$ cat config.mk
export PLATFORM = sky130hd
export DESIGN_NAME = clk_source_switch
export DESIGN_NICKNAME = d
export VERILOG_FILES = /design/src/rtl/clksw_pkg.sv /design/src/rtl/clksw_code_check.sv /design/src/rtl/clksw_fsm.sv /design/src/rtl/clksw_osc_ctrl.sv /design/src/rtl/clk_source_switch.sv
export SDC_FILE = /design/constraint.sdc
export NUM_CORES = 1
export LEC_CHECK = 0
export ABC_AREA = 1
export CAP_MARGIN = 10
export CORE_ASPECT_RATIO = 1.5
export CORE_MARGIN = 10
export CORE_UTILIZATION = 50
export CTS_BUF_LIST = sky130_fd_sc_hd__clkbuf_4 sky130_fd_sc_hd__clkbuf_8
export DETAILED_ROUTE_END_ITERATION = 8
export HOLD_SLACK_MARGIN = 0.15
export MAX_ROUTING_LAYER = met4
export PLACE_DENSITY = 0.79
export SYNTH_ARGS = -nofsm -noshare
export SYNTH_HDL_FRONTEND = slang
export SYNTH_SLANG_ARGS = --single-unit
$ cat constraint.sdc
create_clock -name clk -period 2.2 [get_ports clk]
set_clock_uncertainty 0.1 [all_clocks]
set_input_delay 0.33 -clock clk [delete_from_list [all_inputs] [get_ports clk]]
set_output_delay 0.33 -clock clk [all_outputs]
set_load 0.1 [all_outputs]
$ cat src/rtl/clksw_pkg.sv
package clksw_pkg;

    localparam int N_SRC = 3;
    localparam int REG_W = 8;
    localparam int ADR_W = 2;

    // source indices (bit position in enable/ready/select vectors)
    localparam int SRC_FAST = 0;
    localparam int SRC_SLOW = 1;
    localparam int SRC_EXT  = 2;

    localparam logic [REG_W-1:0] CODE_FAST = 8'hE1;
    localparam logic [REG_W-1:0] CODE_SLOW = 8'hD2;
    localparam logic [REG_W-1:0] CODE_EXT  = 8'hB4;

    typedef enum logic [ADR_W-1:0] {
        RA_TARGET = 2'd0,
        RA_STATUS = 2'd1,
        RA_CTRL   = 2'd2,
        RA_OSCEN  = 2'd3
    } reg_addr_e;

    // control register bit positions
    localparam int CB_BUSY = 0;
    localparam int CB_GO   = 1;
    localparam int CB_IE   = 2;
    localparam int CB_DONE = 3;

    typedef enum logic [1:0] {
        SW_IDLE = 2'd0,
        SW_WAIT = 2'd1,
        SW_HOLD = 2'd2
    } sw_state_e;

    typedef struct packed {
        logic done;
        logic ie;
        logic go;
    } ctrl_t;

    function automatic logic [REG_W-1:0] src_code(input int idx);
        case (idx)
            SRC_FAST: src_code = CODE_FAST;
            SRC_SLOW: src_code = CODE_SLOW;
            SRC_EXT:  src_code = CODE_EXT;
            default:  src_code = '0;
        endcase
    endfunction

    function automatic logic [N_SRC-1:0] code_onehot(input logic [REG_W-1:0] code);
        logic [N_SRC-1:0] oh;
        oh = '0;
        for (int i = 0; i < N_SRC; i++) begin
            oh[i] = (code == src_code(i));
        end
        return oh;
    endfunction

endpackage

$ cat src/rtl/clksw_code_check.sv
module clksw_code_check #(
    parameter int N        = clksw_pkg::N_SRC,
    parameter int W        = clksw_pkg::REG_W,
    parameter int LOCK_IDX = clksw_pkg::SRC_SLOW
) (
    input  logic [W-1:0] code,
    input  logic         lock,
    output logic [N-1:0] hit,
    output logic         allowed
);
    generate
        for (genvar i = 0; i < N; i++) begin : g_cmp
            assign hit[i] = (code == W'(clksw_pkg::src_code(i)));
        end
    endgenerate

    assign allowed = (|hit) && !(lock && hit[LOCK_IDX]);
endmodule

$ cat src/rtl/clksw_fsm.sv
module clksw_fsm (
    input  logic clk,
    input  logic rst,
    input  logic start,
    input  logic abort,
    input  logic go,
    input  logic tgt_ready,
    output logic busy,
    output logic commit,
    output logic done_set
);
    import clksw_pkg::*;

    sw_state_e state_q, state_d;

    always_comb begin
        state_d  = state_q;
        commit   = 1'b0;
        done_set = 1'b0;
        case (state_q)
            SW_IDLE: begin
                if (start) state_d = SW_WAIT;
            end
            SW_WAIT: begin
                if (abort) begin
                    state_d = SW_IDLE;
                end else if (tgt_ready) begin
                    done_set = 1'b1;
                    if (go) begin
                        commit  = 1'b1;
                        state_d = SW_IDLE;
                    end else begin
                        state_d = SW_HOLD;
                    end
                end
            end
            SW_HOLD: begin
                if (abort) begin
                    state_d = SW_IDLE;
                end else if (go) begin
                    commit  = 1'b1;
                    state_d = SW_IDLE;
                end
            end
            default: state_d = SW_IDLE;
        endcase
    end

    always_ff @(posedge clk) begin
        if (rst) state_q <= SW_IDLE;
        else     state_q <= state_d;
    end

    assign busy = (state_q != SW_IDLE);
endmodule

$ cat src/rtl/clksw_osc_ctrl.sv
module clksw_osc_ctrl #(
    parameter int N         = clksw_pkg::N_SRC,
    parameter int RESET_IDX = clksw_pkg::SRC_FAST
) (
    input  logic         clk,
    input  logic         rst,
    input  logic         sw_wr,
    input  logic [N-1:0] sw_data,
    input  logic         hw_set,
    input  logic [N-1:0] hw_mask,
    output logic [N-1:0] osc_en
);
    localparam logic [N-1:0] EN_RESET = N'(1) << RESET_IDX;

    logic [N-1:0] en_q;

    always_ff @(posedge clk) begin
        if (rst) begin
            en_q <= EN_RESET;
        end else if (sw_wr) begin
            en_q <= sw_data;
        end else if (hw_set) begin
            en_q <= en_q | hw_mask;
        end
    end

    assign osc_en = en_q;
endmodule

$ cat src/rtl/clk_source_switch.sv
module clk_source_switch (
    input  logic       clk,
    input  logic       rst,
    input  logic       bus_wr,
    input  logic [1:0] bus_addr,
    input  logic [7:0] bus_wdata,
    output logic [7:0] bus_rdata,
    input  logic [2:0] osc_ready,
    input  logic       slow_master_lock,
    output logic [2:0] osc_enable,
    output logic [2:0] master_sel,
    output logic       switch_irq
);
    import clksw_pkg::*;

    logic [REG_W-1:0] tgt_q;
    logic [REG_W-1:0] status_q;
    ctrl_t            ctrl_q;
    logic             done_flag;

    logic [N_SRC-1:0] wr_hit, tgt_hit;
    logic             wr_ok, tgt_ok;
    logic             wr_tgt, wr_ctrl, wr_osc;
    logic             start, abort, busy, commit, done_set, tgt_ready;

    assign wr_tgt  = bus_wr && (bus_addr == RA_TARGET);
    assign wr_ctrl = bus_wr && (bus_addr == RA_CTRL);
    assign wr_osc  = bus_wr && (bus_addr == RA_OSCEN);

    clksw_code_check u_wdec (
        .code    (bus_wdata),
        .lock    (slow_master_lock),
        .hit     (wr_hit),
        .allowed (wr_ok)
    );

    clksw_code_check u_tdec (
        .code    (tgt_q),
        .lock    (1'b0),
        .hit     (tgt_hit),
        .allowed (tgt_ok)
    );

    assign start     = wr_tgt && wr_ok && !busy;
    assign abort     = wr_ctrl && busy && !bus_wdata[CB_BUSY];
    assign tgt_ready = tgt_ok && |(tgt_hit & osc_ready);

    clksw_fsm u_fsm (
        .clk       (clk),
        .rst       (rst),
        .start     (start),
        .abort     (abort),
        .go        (ctrl_q.go),
        .tgt_ready (tgt_ready),
        .busy      (busy),
        .commit    (commit),
        .done_set  (done_set)
    );

    clksw_osc_ctrl u_osc (
        .clk     (clk),
        .rst     (rst),
        .sw_wr   (wr_osc),
        .sw_data (bus_wdata[N_SRC-1:0]),
        .hw_set  (start),
        .hw_mask (wr_hit),
        .osc_en  (osc_enable)
    );

    always_ff @(posedge clk) begin
        if (rst) begin
            tgt_q    <= CODE_FAST;
            status_q <= CODE_FAST;
        end else begin
            if (start)      tgt_q <= bus_wdata;
            else if (abort) tgt_q <= status_q;
            if (commit)     status_q <= tgt_q;
        end
    end

    always_ff @(posedge clk) begin
        if (rst) begin
            ctrl_q <= '0;
        end else begin
            if (wr_ctrl) begin
                ctrl_q.go <= bus_wdata[CB_GO];
                ctrl_q.ie <= bus_wdata[CB_IE];
                if (!bus_wdata[CB_DONE]) ctrl_q.done <= 1'b0;
            end
            if (done_set) ctrl_q.done <= 1'b1;
        end
    end

    assign done_flag = ctrl_q.done;

    always_comb begin
        bus_rdata = '0;
        case (bus_addr)
            RA_TARGET: bus_rdata = tgt_q;
            RA_STATUS: bus_rdata = status_q;
            RA_CTRL: begin
                bus_rdata[CB_BUSY] = busy;
                bus_rdata[CB_GO]   = ctrl_q.go;
                bus_rdata[CB_IE]   = ctrl_q.ie;
                bus_rdata[CB_DONE] = ctrl_q.done;
            end
            default: bus_rdata[N_SRC-1:0] = osc_enable;
        endcase
    end

    assign master_sel = code_onehot(status_q);
    assign switch_irq = ctrl_q.done && ctrl_q.ie;
endmodule

Word-level counts from Yosys, hierarchy flattened
Index checks and enable logic that the tools add are counted.

Eq/ne operators: 18. Mux-type cells: 25. Bitwise logic cells: 2. Reductions and logical operators: 25.

Operators by type and width (number): $eq 8x8->1 const B (9); $mux 8 (2); $mux 2 (6); $logic_and 1x1->1 (11); $mux 1 (9); $mux 3 (3); $pmux 3 s3 (1); $reduce_or 3->1 (3); $pmux 4 s2 (1); $reduce_bool 2->1 (4); $eq 2x2->1 const B (3); $ne 3x3->1 const B (2); $pmux 2 s3 (1); $eq 2x1->1 const B (2); $logic_not 2->1 (2); $and 3x3->3 (1); $logic_not 1->1 (3); $or 3x3->3 (1); $pmux 1 s3 (1); $reduce_and 3->1 (1); $ne 2x1->1 const B (1); $ne 2x2->1 const B (1); $pmux 1 s2 (1); $reduce_and 2->1 (1).

Register bits after elaboration: 24. Word-level logic and storage cells: 77.

Depth between registers and ports, before layout
Gate-level depths: netlist (run 1).

Depth in word-level cells: 9. Mapped depth: 12.

By module
From an unflattened synthesis (run 1), not the netlist that was laid out.

Cells, all modules: 279. Area total of the unflattened synthesis: 1664.1 µm².

Modules (own cells, without submodules): clk_source_switch (times used 1, cells each 156, area an instance 1042.2 µm²); clksw_code_check (times used 2, cells each 32, area an instance 130.1 µm²); clksw_fsm (times used 1, cells each 32, area an instance 205.2 µm²); clksw_osc_ctrl (times used 1, cells each 27, area an instance 156.4 µm²).

Worst setup path after synthesis (run 1)
No wires, ideal clock.

Kind: register to output. Start point: register u_osc.en_q[1] (netlist: u_osc.osc_en[1]). End point: output port bus_rdata[1]. Data arrival time: 3.211 ns. Data required time: 1.770 ns. Slack: -1.441 ns. Stages on the path, launching flop included: 3. Path buffers: 0. Path through: dfxtp_1 > inv_1 > o21ai_0.

Longest elaborated chain between the ends: 1.

RTL lines: start: declaration (RTL line clksw_osc_ctrl.sv:15) `logic [N-1:0] en_q;`; start signal: assignment (RTL line clksw_osc_ctrl.sv:21) `en_q <= sw_data;`; start signal: assignment (RTL line clksw_osc_ctrl.sv:23) `en_q <= en_q | hw_mask;`; $pmux 3 s3 (RTL line clk_source_switch.sv:98) `case (bus_addr)`; end: declaration (RTL line clk_source_switch.sv:7) `output logic [7:0] bus_rdata,`.

Every way passes these cells.

Final worst setup path (run 1)
Start point: register u_fsm.state_q[0]. End point: output port bus_rdata[0].

Longest elaborated chain between the ends: 2.

RTL lines: start: declaration (RTL line clksw_fsm.sv:14) `sw_state_e state_q, state_d;`; start signal: assignment (RTL line clksw_fsm.sv:51) `else state_q <= state_d;`; $reduce_bool 2->1 (RTL line clksw_fsm.sv:54) `assign busy = (state_q != SW_IDLE);`; $pmux 3 s3 (RTL line clk_source_switch.sv:98).

Every way passes these cells.

==> results of run 1 <==
## per-stage QoR
step / power, mW / cell area [sq um]
2_1_floorplan: 0.848 / 1610
3_3_place_gp: 0.980 / 2040
3_5_place_dp: 0.987 / 2040
4_1_cts: 1.25 / 2080
5_1_grt: 1.31 / 2120
6_report: 1.25 / 2120
## worst max path at each step
stage	endpoint	slack, ps	from
finish	bus_rdata[0]	300	u_fsm.state_q[0]$_SDFFE_PP0P_
global route	tgt_q[5]$_SDFFE_PP1P_	200	bus_wdata[2]
CTS	bus_rdata[5]	20	bus_addr[0]
detailed placement	bus_rdata[5]	-80	bus_addr[0]
global placement	bus_rdata[6]	-1	bus_addr[0]
floorplan	bus_rdata[4]	-390	bus_addr[0]
## layer usage
| layer | vias up | routed length [um] | share of wire | global-route usage |
|---|---|---|---|---|
| met5 | - | 0 | 0 | - |
| met4 | 0 | 163 | 0.036 | 0.0898 |
| met3 | 17 | 162 | 0.036 | 0.0253 |
| li1 | 875 | - | - | - |
| met2 | 50 | 2290 | 0.51 | 0.293 |
| met1 | 798 | 1860 | 0.42 | 0.166 |
## cell type report
type | count | area (sq um) | area share
inverters | 46 | 173 | 0.0816
multi-input cells | 181 | 952 | 0.450
repair buffers | 33 | 418 | 0.198
well taps | 39 | 48.8 | 0.0231
clock buffers | 3 | 41.3 | 0.0195
flip-flops and latches | 24 | 483 | 0.228
## placed cells by master (no fill, tap or decap), drive strengths merged
cell            n
nand2          78
inv            46
nor2           29
nand3          27
dfxtp          24
buf            17
o21ai          16
clkdlybuf4s50  14
a21oi          13
nand4           9
o22ai           3
ha              3
clkbuf          3
o2111ai         2
dlymetal6s2s    2
o221ai          1
## timing repair
action / CTS / global route
cloned: 0 / 0
endpoints found under the setup margin: 5 / 5
resized for setup: 2 / 7
setup buffers: 0 / 0
pin swaps: 0 / 0
## worst max-delay path: cells and delay by family (launching register included)
family | cells | cell delay, ps
AO/OA/AOI/OAI | 1 | 130
adder cells (fa/ha/maj) | 1 | 240
buffers and inverters | 3 | 380
flip-flops | 1 | 340
AND/OR/NAND/NOR | 1 | 100
## state kept, by name, indices dropped and copies added, names as in the netlist
signal	count
u_osc.osc_en	3
ctrl_q	2
status_q	8
u_fsm.state_q	2
tgt_q	8
done_flag	1
## power groups by stage
stage	combinational (mW)	clock, mW	sequential, mW
finish	0.504	0.267	0.478
global route	0.551	0.281	0.480
CTS	0.501	0.267	0.478
detailed placement	0.499	0	0.488
global placement	0.493	0	0.488
floorplan	0.344	0	0.504
## logic make-up after synthesis
logic type	Yosys count	share of synthesized area
compound gates	35	0.122
fa+ha+maj	3	0.0242
buf+inv	51	0.132
flops	24	0.309
simple gates	143	0.412
==> run_results.csv, run 1 <==
group,metric,value,unit
sta,slew_of_the_pin_with_the_lowest_slew_margin,561,ps
synthesis,synth_flop_cell,"dfxtp_1",
synthesis,synth_largest_area_cell,"dfxtp_1",
clock_tree,clock_latency,270,ps
synthesis,yosysMostFrequentCell,"nand2_1",
critical_path,cp_common_cell,"inv_1",
critical_path,crit_slowest_cell,"dfxtp_1",
route,firstDrtPassIters,4,
hold_path,min_delay_worst_endpoint,"done_flag$_SDFFE_PP0P_",
clock_tree,cts_hold_buf,0,
sta,fmax,527,MHz
clock_tree,cts_num_sinks,24,
synthesis,synthCells,256,
route,first_iter_violations,99,
placed_design,placed_cell_count,323,
sta,whs,411,ps
clock_tree,clockRootBuffer,"clkbuf_8",
global_routing,grt_usage,0.164,
job,timing.max_cap.violations,0,
route,vias_per_cell,5.34,
global_routing,grt_pass1_wl,7380,um
final_layout,post_layout_nonfiller_instances,326,
critical_path,crit_path_max_fanout,3,
global_routing,antenna_found_initial,0,
global_routing,grt_start_max_net_pins,20,
final_layout,number_of_filler_instances_in_the_final_layout,279,
synthesis,post_synth_num_cell_types,22,
sta,setup_viol_count_final,0,
power,total_leakage_power,1.04,nW
clock_tree,cts.clk_slew.worst_paths,80,ps
floorplanning,die_width,65.5,um
synthesis,synth.yosys.seq_area_share,0.309,
global_routing,grt_overflow,0,
clock_tree,cts-buffers-inserted,3,
critical_path,critPathLaunchType,"flip-flop",
placed_design,dpl_worst_slack,-79.9,ps
power,power.internal,0.755,mW
power,net-switching-power,0.495,mW
sta,fin_crit_sh,0.863,
clock_tree,htree_levels,1,
sta,setup_ws,302,ps
critical_path,worstSetupEndpointType,"output pin",
hold_path,hold_path_class,"flip-flop to flip-flop",
route,route.final.wire_length,4470,um
power,pwr-share-seq,0.383,
floorplanning,initial_utilization,0.528,
clock_tree,cts_tree,"yes",
floorplanning,rows,24,
final_layout,area_growth_syn_to_layout,36.2,%
sta,timing.final.max_slew_violations,0,
power,pwr_density_cell,590,nW/um^2
critical_path,timing.reg2reg.worst_path_depth,10,
synthesis,synth_area_per_cell,6.07,sq um
hold_path,hold-path-cell-count,2,
synthesis,total_standard_cell_area_after_synthesis,1550,sq um
sta,finalHoldViolations,0,
sta,finalSetupTns,0,ps
floorplanning,core_area,2940,sq um
final_layout,antenna-diode-count,0,
floorplanning,top_level_ports,32,
route,routed_wire_length_per_instance,13.7,um
power,switching_part_of_the_total,0.396,
synthesis,yosysWarningCount,0,
synthesis,synth_top_area_share,0.309,
critical_path,criticalPathCategory,"flip-flop to output pin",
sta,worst_slew_margin_rel,0.625,
critical_path,worst-endpoint-arrival,1470,ps
critical_path,r2r-start,"u_fsm.state_q[0]$_SDFFE_PP0P_",
power,power_frac_clock,0.214,
final_layout,layout-drive-gt1-share,0.164,
power,comb_power_share,0.403,
sta,unrepaired_setup_endpoints_after_global_routing,"no",
route,drt.antenna.violating_nets,0,
synthesis,async_reset_ff_frac,0,
hold_path,hp-start,"done_flag$_SDFFE_PP0P_",
critical_path,critical_path_cell_by_cell,"inv_1 > ha_1 > inv_1 > nand2_2 > o2111ai_4 > buf_12",
floorplanning,die_area,5780,sq um
floorplanning,die_height,88.3,um
synthesis,synth-seq-cells,24,
placed_design,routability_congestion_estimate,0.971,
critical_path,critPathRequiredTime,1770,ps
critical_path,setup.reg_to_reg.worst_slack,370,ps
synthesis,netlist_top_cells_count,"nand2_1 (74), inv_1 (42), nor2_1 (26)",
run_status,run_status,"complete, no violations",
final_layout,post-route-util,0.719,
synthesis,synthTopCellsByArea,"dfxtp_1 (31%), nand2_1 (18%), inv_1 (10%)",
route,detailroute.via_count,1740,
placed_design,buffer_ports.inserted,31,
power,power.ir.vdd_worst,0.400,mV
final_layout,nets,309,
clock_tree,cts_max_path_buffers,2,
synthesis,synth_fp_nets,276,
critical_path,worst_r2r_endpoint,"status_q[2]$_SDFFE_PP0P_",
sta,period_needed,1900,ps
placed_design,post-dp-hpwl,3660,um
synthesis,synth_enable_flop_cells,0,
global_routing,first_global_vias,1675,
route,route.detailed.drc,0,
critical_path,critical_path.max_stage_delay,340,ps
Power figures use the tool's default switching activity.
==> run 2, diff against run 1 <==
Settings changed: CORE_UTILIZATION 50 to 25, PLACE_DENSITY 0.79 to 0.46.
==> run_results.csv, run 2 (synthesis gave the netlist of run 1 again) <==
group,metric,value,unit
run_status,run_status,"complete, no violations",
hold_path,hp-start,"status_q[5]$_SDFFE_PP1P_",
critical_path,worst_r2r_endpoint,"status_q[6]$_SDFFE_PP1P_",
clock_tree,post-cts-setup-buffers,0,
global_routing,grtUsageMet3,0.0174,
floorplanning,die_height,117,um
critical_path,critPathLaunchType,"input port",
final_layout,area_growth_syn_to_layout,41.1,%
global_routing,grt_pass1_wl,8360,um
clock_tree,cts_hold_buf,0,
global_routing,grt_usage,0.108,
final_layout,mostFrequentLayoutCell,"nand2_1",
floorplanning,initial_utilization,0.255,
final_layout,antenna-diode-count,0,
sta,setup_viol_count_final,0,
global_routing,grt_start_max_net_pins,24,
route,route.final.wire_length,5180,um
sta,timing.final.max_slew_violations,0,
placed_design,routability_congestion_estimate,0.859,
critical_path,criticalPathCategory,"input port to output pin",
critical_path,setup.reg_to_reg.worst_slack,390,ps
hold_path,hold-path-cell-count,2,
clock_tree,cts-resized-gates,0,
clock_tree,clock_latency,270,ps
route,vias_per_cell,4.53,
hold_path,hold_path_class,"flip-flop to flip-flop",
critical_path,worst-endpoint-arrival,1680,ps
clock_tree,htree_levels,1,
critical_path,timing.reg2reg.worst_path_depth,11,
power,pwr_density_cell,578,nW/um^2
critical_path,r2r-start,"u_fsm.state_q[0]$_SDFFE_PP0P_",
clock_tree,cts-buffers-inserted,3,
route,firstDrtPassIters,4,
floorplanning,die_width,84.4,um
power,total_leakage_power,1.05,nW
placed_design,buffer_ports.inserted,31,
sta,finalHoldViolations,0,
route,detailroute.via_count,1673,
floorplanning,top_level_ports,32,
sta,slew_of_the_pin_with_the_lowest_slew_margin,297,ps
sta,worst_slew_margin_rel,0.801,
route,drt.antenna.violating_nets,0,
global_routing,use_met2,0.190,
sta,fmax,473,MHz
floorplanning,die_area,9830,sq um
clock_tree,clockRootBuffer,"clkbuf_8",
global_routing,antenna_found_initial,0,
clock_tree,cts_tree,"yes",
power,report.power.total,1.27,mW
final_layout,nets,317,
clock_tree,cts_max_path_buffers,2,
floorplanning,rows,35,
hold_path,min_delay_worst_endpoint,"status_q[5]$_SDFFE_PP1P_",
clock_tree,cts_num_sinks,24,
critical_path,critPathRequiredTime,1770,ps
floorplanning,core_area,6090,sq um
final_layout,top_library_cells_by_usage_in_the_layout_fill_and_taps_aside,"nand2_1 (74), inv_1 (42), nor2_1 (24), nand3_1 (24), dfxtp_1 (22)",
sta,fin_crit_sh,0.961,
sta,period_needed,2110,ps
power,power.ir.vdd_worst,0.268,mV
final_layout,post-route-util,0.360,
global_routing,grt_busiest_layer,"met2",
route,route.detailed.drc,0,
route,first_iter_violations,70,
job,timing.max_cap.violations,0,
placed_design,post-dp-hpwl,4190,um
critical_path,crit_path_max_fanout,5,
critical_path,worstSetupEndpointType,"output pin",
sta,whs,423,ps
global_routing,first_global_vias,1723,
global_routing,use_met1,0.118,
clock_tree,cts.clk_slew.worst_paths,80,ps
sta,unrepaired_setup_endpoints_after_global_routing,"yes",
final_layout,layout-drive-gt1-share,0.169,
global_routing,grt_overflow,0,
route,routed_wire_length_per_instance,14.0,um
-- run 2: area by class of cell --
cell class	count	area [sq um]
clock buffer	3	41.3
inverter	46	173
sequential	24	483
timing repair buffer	41	485
multi-input combinational	181	918
fill	662	3890
tap	74	92.6
-- run 2: worst max-delay path by stage --
stage          slack (ps)  depth (start not counted)         start               endpoint
6_report               90                          7   bus_addr[0]           bus_rdata[5]
5_1_grt               -20                          7   bus_addr[0]           bus_rdata[6]
4_1_cts               100                          7   bus_addr[0]           bus_rdata[6]
3_5_place_dp          110                         11  bus_wdata[0]  tgt_q[6]$_SDFFE_PP1P_
3_3_place_gp           90                          7   bus_addr[0]           bus_rdata[6]
2_1_floorplan        -390                          4   bus_addr[0]           bus_rdata[4]
-- run 2: where the power goes --
part	internal (mW)	switching, mW	leakage [nW]
Sequential	0.459	0.0195	0.195
Combinational	0.182	0.336	0.834
Clock	0.123	0.148	0.0216
Total	0.764	0.504	1.05
-- run 2: layer usage --
layer	vias to the layer above	wire (um)
met2	41	2630
li1	891	-
met1	731	2200
met5	-	0
met4	0	136
met3	10	207
-- run 2: worst max-delay path, cell delays in order --
cell	delay (ps)
clkdlybuf4s50_1	480
inv_1	60
nor2_1	90
buf_4	140
inv_1	90
o22ai_1	270
buf_12	220
-- run 2: through the flow --
stage	cells	setup WS (ps)	TNS, ps	instance area [sq um]
floorplan	256	-392	-1380	1610
global placement	366	91.9	0	2150
detailed placement	366	110	0	2150
CTS	369	95.1	0	2190
global route	369	-15.5	-26.8	2190
finish	369	86.8	0	2190
